**config.mk**
```make
export PLATFORM = sky130hd
export DESIGN_NAME = clk_src_ctrl
export DESIGN_NICKNAME = d
export VERILOG_FILES = /design/src/rtl/clk_src_pkg.sv /design/src/rtl/clk_warm_fsm.sv /design/src/rtl/clk_div_ctrl.sv /design/src/rtl/clk_src_ctrl.sv
export SDC_FILE = /design/constraint.sdc
export NUM_CORES = 1
export LEC_CHECK = 0
export ABC_AREA = 1
export BUFFER_PORTS_ARGS = -buffer_cell sky130_fd_sc_hd__buf_2
export CAP_MARGIN = 25
export CORE_MARGIN = 2
export CORE_UTILIZATION = 30
export CTS_CLUSTER_DIAMETER = 80
export DETAILED_ROUTE_END_ITERATION = 10
export PLACE_DENSITY = 0.55
export SYNTH_ARGS = -nofsm -noshare
export SYNTH_HDL_FRONTEND = slang
export SYNTH_HIERARCHICAL = 1
export SYNTH_SLANG_ARGS = --single-unit
```
**constraint.sdc**
```tcl
create_clock -name clk -period 2.3 [get_ports clk]
set_input_delay 0.115 -clock clk [delete_from_list [all_inputs] [get_ports clk]]
set_output_delay 0.115 -clock clk [all_outputs]
set_load 0.02 [all_outputs]
```
**src/rtl/clk_src_pkg.sv**
```systemverilog
package clk_src_pkg;

    typedef enum logic [1:0] {
        S_FLL_ONLY = 2'd0,
        S_WARM     = 2'd1,
        S_READY    = 2'd2,
        S_STOP     = 2'd3
    } src_state_e;

    // divider ratio codes: 0..3 are 2**code, PMM_CODE selects the slow mode
    localparam logic [2:0] PMM_CODE = 3'd4;

endpackage

```
**src/rtl/clk_warm_fsm.sv**
```systemverilog
module clk_warm_fsm
    import clk_src_pkg::*;
#(
    parameter int unsigned WARM_CYCLES = 65536
) (
    input  logic clk,
    input  logic rst_n,
    input  logic xtal_tick,
    input  logic need_xtal,
    input  logic stop_req,
    input  logic wake,
    output logic warming,
    output logic ready,
    output logic stopped
);

    localparam int unsigned WW = (WARM_CYCLES > 1) ? $clog2(WARM_CYCLES) : 1;
    localparam logic [WW-1:0] WLAST = WW'(WARM_CYCLES - 1);

    src_state_e state, state_nx;
    logic [WW-1:0] wcnt;
    logic warm_done;

    assign warm_done = xtal_tick && (wcnt == WLAST);

    always_comb begin
        state_nx = state;
        unique case (state)
            S_FLL_ONLY: begin
                if (stop_req)       state_nx = S_STOP;
                else if (need_xtal) state_nx = S_WARM;
            end
            S_WARM: begin
                if (stop_req)        state_nx = S_STOP;
                else if (!need_xtal) state_nx = S_FLL_ONLY;
                else if (warm_done)  state_nx = S_READY;
            end
            S_READY: begin
                if (stop_req)        state_nx = S_STOP;
                else if (!need_xtal) state_nx = S_FLL_ONLY;
            end
            S_STOP: begin
                if (wake) state_nx = need_xtal ? S_WARM : S_FLL_ONLY;
            end
        endcase
    end

    always_ff @(posedge clk or negedge rst_n) begin
        if (!rst_n) begin
            state <= S_FLL_ONLY;
            wcnt  <= '0;
        end else begin
            state <= state_nx;
            if (state == S_WARM && state_nx == S_WARM) begin
                if (xtal_tick) wcnt <= wcnt + 1'b1;
            end else begin
                wcnt <= '0;
            end
        end
    end

    always_comb begin
        warming = 1'b0;
        ready   = 1'b0;
        stopped = 1'b0;
        unique case (state)
            S_FLL_ONLY: ;
            S_WARM:     warming = 1'b1;
            S_READY:    ready   = 1'b1;
            S_STOP:     stopped = 1'b1;
        endcase
    end

endmodule

```
**src/rtl/clk_div_ctrl.sv**
```systemverilog
module clk_div_ctrl
    import clk_src_pkg::*;
#(
    parameter int unsigned PMM_RATIO = 256
) (
    input  logic       clk,
    input  logic       rst_n,
    input  logic       src_tick,
    input  logic [1:0] div_sel,
    input  logic       pmm_enter,
    input  logic       pmm_leave,
    input  logic       sb_en,
    input  logic       wake_evt,
    output logic       sys_clk_en,
    output logic       pmm_active
);

    localparam int unsigned CW = $clog2(PMM_RATIO);

    logic [2:0]    code, req_code;
    logic [CW-1:0] cnt, last;
    logic          switchback;

    assign switchback = sb_en && wake_evt && pmm_active;
    assign req_code   = pmm_active ? PMM_CODE : {1'b0, div_sel};

    always_comb begin
        if (code == PMM_CODE) last = CW'(PMM_RATIO - 1);
        else                  last = CW'((1 << code[1:0]) - 1);
    end

    assign sys_clk_en = src_tick && (cnt == last);

    always_ff @(posedge clk or negedge rst_n) begin
        if (!rst_n) begin
            pmm_active <= 1'b0;
            code       <= 3'd0;
            cnt        <= '0;
        end else begin
            if (switchback)     pmm_active <= 1'b0;
            else if (pmm_enter) pmm_active <= 1'b1;
            else if (pmm_leave) pmm_active <= 1'b0;

            if (switchback) begin
                cnt  <= '0;
                code <= {1'b0, div_sel};
            end else if (sys_clk_en) begin
                cnt  <= '0;
                code <= req_code;
            end else if (src_tick) begin
                cnt  <= cnt + 1'b1;
            end
        end
    end

endmodule

```
**src/rtl/clk_src_ctrl.sv**
```systemverilog
module clk_src_ctrl
    import clk_src_pkg::*;
#(
    parameter int unsigned WARM_CYCLES = 65536,
    parameter int unsigned PMM_RATIO   = 256
) (
    input  logic       clk,
    input  logic       rst_n,
    input  logic       fll_tick,
    input  logic       xtal_tick,
    input  logic       xtal_sel,
    input  logic       fll_on_xtal,
    input  logic [1:0] div_sel,
    input  logic       pmm_enter,
    input  logic       pmm_leave,
    input  logic       sb_en,
    input  logic       ext_irq,
    input  logic       serial_act,
    input  logic       stop_req,
    input  logic       wake,
    output logic       sys_clk_en,
    output logic       warming,
    output logic       xtal_active,
    output logic       pmm_active,
    output logic       stopped
);

    logic need_xtal, ready, src_tick;

    assign need_xtal = xtal_sel || fll_on_xtal;

    clk_warm_fsm #(.WARM_CYCLES(WARM_CYCLES)) u_warm (
        .clk       (clk),
        .rst_n     (rst_n),
        .xtal_tick (xtal_tick),
        .need_xtal (need_xtal),
        .stop_req  (stop_req),
        .wake      (wake),
        .warming   (warming),
        .ready     (ready),
        .stopped   (stopped)
    );

    assign xtal_active = ready && xtal_sel;
    assign src_tick    = stopped ? 1'b0 : (xtal_active ? xtal_tick : fll_tick);

    clk_div_ctrl #(.PMM_RATIO(PMM_RATIO)) u_div (
        .clk        (clk),
        .rst_n      (rst_n),
        .src_tick   (src_tick),
        .div_sel    (div_sel),
        .pmm_enter  (pmm_enter),
        .pmm_leave  (pmm_leave),
        .sb_en      (sb_en),
        .wake_evt   (ext_irq || serial_act),
        .sys_clk_en (sys_clk_en),
        .pmm_active (pmm_active)
    );

endmodule

```
==> impl_metrics.csv <==
group,metric,value,unit
clock_network,clk_latency,0.27,ns
timing,hold_viol,0,
power,p_leak,1.08,nW
final_layout,postLayoutCellArea,2200,sq um
run_status,status,"complete, no violations",
final_layout,n_antenna_cell,0,
die,die_area,7170,sq um
die,die_w,84.7,um
setup_path,slowest_delay,0.43,ns
place,dpl_cell_area,2110,sq um
setup_path,crit_required,2.18,ns
logic_synthesis,syn_avg_cell_area,7.59,sq um
detailed_routing,antenna_left,0,
place,dp.cells,351,
timing,min_period,2.08,ns
place,post-dp-hpwl,2850,um
clock_network,clk_path_buf_depth,2,
clock_network,cts_root_buffer,"clkbuf_8",
grt,track_usage,0.119,
logic_synthesis,ys_types,29,
final_layout,syn2layout_area_growth,12.8,%
logic_synthesis,synth_area_leaders,"dfrtp_1, nand2_1, inv_1, nor2_1, xor2_1",
grt,gr-total-overflow,0,
clock_network,cts_buffers,5,
timing,rsz0062_at_grt,"no",
die,die_h,84.7,um
power,power.density,881,nW/um^2
grt,grt_max_degree,31,
logic_synthesis,ys.flop_type,"dfrtp_1",
clock_network,cts.sinks,30,
final_layout,stdcell_count,359,
setup_path,crit_path_start_kind,"register",
place,pre_cts_ws,0.377,ns
grt,grt_pass1_wl,6930,um
clock_network,cts_tree,"built",
clock_network,cts_setup_buffers,0,
setup_path,crit_type,"register to primary output",
die,pin_count,20,
timing,setup_viol,0,
detailed_routing,wl,3710,um
final_layout,finalNetCount,300,
setup_path,crit_chain,"nor2_4, inv_1, ha_1, nand2_1, nand2_1, nand2_1, nor2_1, nand3_4, clkinv_1, buf_2",
setup_path,critPathCaptureType,"primary output",
final_layout,layout_commonest_cell,"nand2_1",
setup_path,cp_max_fo,7,
detailed_routing,routed_via_density,4.50,
timing,layout_setup_ws,0.224,ns
timing,finalCritPeriodShare,0.903,
die,core_area,6310,sq um
logic_synthesis,yosys.area.top_type,"dfrtp_1",
detailed_routing,detail_route.first_pass.iterations,4,
logic_synthesis,synthArstFlopShare,1.00,
logic_synthesis,synth-seq-cells,30,
setup_path,cp_common_cell,"nand2_1",
die,start_util,0.309,
timing,fmax,482,MHz
flow_run,max_cap_viol_count,0,
detailed_routing,remaining_drc_errors,0,
place,gp_congestion,0.840,
final_layout,most-common-layout-cells,"nand2_1, inv_1, nor2_1, dfrtp_1, buf_2",
setup_path,crit_path_top_delay_cell,"dfrtp_1",
timing,fin_tns_setup,0,ns
worst_hold_path,hold_path.class,"input port to register",
power,peakVddDrop,0.423,mV
final_layout,utilization,0.349,
clock_network,clk_pin_slew,0.06,ns
timing,skew,0.00299,ns
grt,antenna_found_initial,0,
logic_synthesis,synthesis.nets,275,
timing,relSlewSlack,0.549,
logic_synthesis,yosysSeqAreaShare,0.385,
timing,slew_violations,0,
logic_synthesis,synthesis.area,1950,sq um
clock_network,htreeDepth,2,
detailed_routing,drt-initial-drc-count,38,
logic_synthesis,synth_top_cell_area_share,0.385,
logic_synthesis,ys_warn_count,6,
grt,grt_pass1_vias,1578,
final_layout,drive_above_1_share,0.206,
setup_path,cp.arrival,1.96,ns
place,port_buffers,19,
detailed_routing,wire_per_inst,10.3,um
logic_synthesis,synthCells,257,
timing,worst_pin_slew,0.676,ns
logic_synthesis,synth-edff-count,0,
detailed_routing,via_count,1614,
die,num_rows,29,
==> cell usage after synthesis (2+ instances only) <==
library cell / instances
nand2_1: 65
inv_1: 38
nor2_1: 31
dfrtp_1: 30
nand3_1: 17
nor2_2: 15
xor2_1: 13
nand2_2: 4
nand2_4: 4
nand4_1: 4
xnor2_1: 4
a21oi_1: 3
ha_1: 3
nor3_1: 3
o21ai_0: 3
or2_2: 3
nand3_4: 2
nor2_4: 2
nor3_2: 2
nor4_1: 2
==> critical path: cells and delay by family (launching register included) <==
family	cells	cell delay (ns)
buffers and inverters	3	0.30
AND/OR/NAND/NOR	6	0.65
flip-flops	1	0.43
adder cells (fa/ha/maj)	1	0.30
==> state kept, by name, indices dropped and copies added, names as in the netlist <==
| register | flops |
|---|---|
| u_div/cnt | 8 |
| u_div/code | 3 |
| u_div/pmm_active | 1 |
| u_warm/state | 2 |
| u_warm/wcnt | 16 |
==> what timing repair did <==
item / CTS / global route
hold buffers: 1 / 0
endpoints found under the setup margin: 0 / 1
resized for setup: 0 / 1
hold endpoints to repair: 30 / 0
==> power breakdown <==
group | internal [mW] | switching, mW
Sequential | 0.598 | 0.0988
Clock | 0.208 | 0.178
Combinational | 0.292 | 0.565
==> through the flow <==
stage	power (mW)	hold WS [ns]
3_3_place_gp	1.56	0.201
6_report	1.94	0.0529
2_1_floorplan	1.40	-0.181
3_5_place_dp	1.57	0.218
4_1_cts	1.98	0.0431
5_1_grt	2.15	0.0561
==> logic make-up (layout without fill, tap and decap cells) <==
group	Yosys count	count (layout)	synth area share
buffers and inverters	41	66	0.0910
AO/OA/AOI/OAI	9	9	0.0263
XOR/XNOR	17	17	0.0763
multiplexers	1	1	0.00513
AND/OR/NAND/NOR	156	156	0.397
flip-flops	30	30	0.385
adder cells (fa/ha/maj)	3	3	0.0192
==> metal layers <==
layer	GRT usage	wire length, um
met3	0.0413	99
met2	0.201	1820
met5	0	0
met1	0.144	1740
met4	0.0317	38
==> layout make-up <==
type                    count  area [sq um]
fillers                   674          4110
multi-input cells         186          1030
flip-flops and latches     30           751
inverters                  39           146
repair buffers             20           105
well taps                  77          96.3
clock buffers               7          76.3
==> worst paths after layout <==
| kind | to | start | depth (start not counted) | slack (ns) |
|---|---|---|---|---|
| setup reg to reg | u_div/cnt[7]$_DFFE_PN0P_ | u_warm/state[0]$_DFF_PN0_ | 14 | 0.45 |
| hold / removal | u_div/pmm_active$_DFFE_PN0P_ | pmm_enter | 2 | 0.05 |
| hold reg to reg | u_div/cnt[1]$_DFFE_PN0P_ | u_div/cnt[1]$_DFFE_PN0P_ | 2 | 0.56 |
| min in group asynchronous | u_div/cnt[5]$_DFFE_PN0P_ | rst_n | 2 | 0.41 |
| max in group asynchronous | u_warm/wcnt[14]$_DFFE_PN0P_ | rst_n | 2 | 1.44 |
| setup / recovery | sys_clk_en | u_div/code[1]$_DFFE_PN0P_ | 10 | 0.22 |
(Power assumes the default switching activity.)
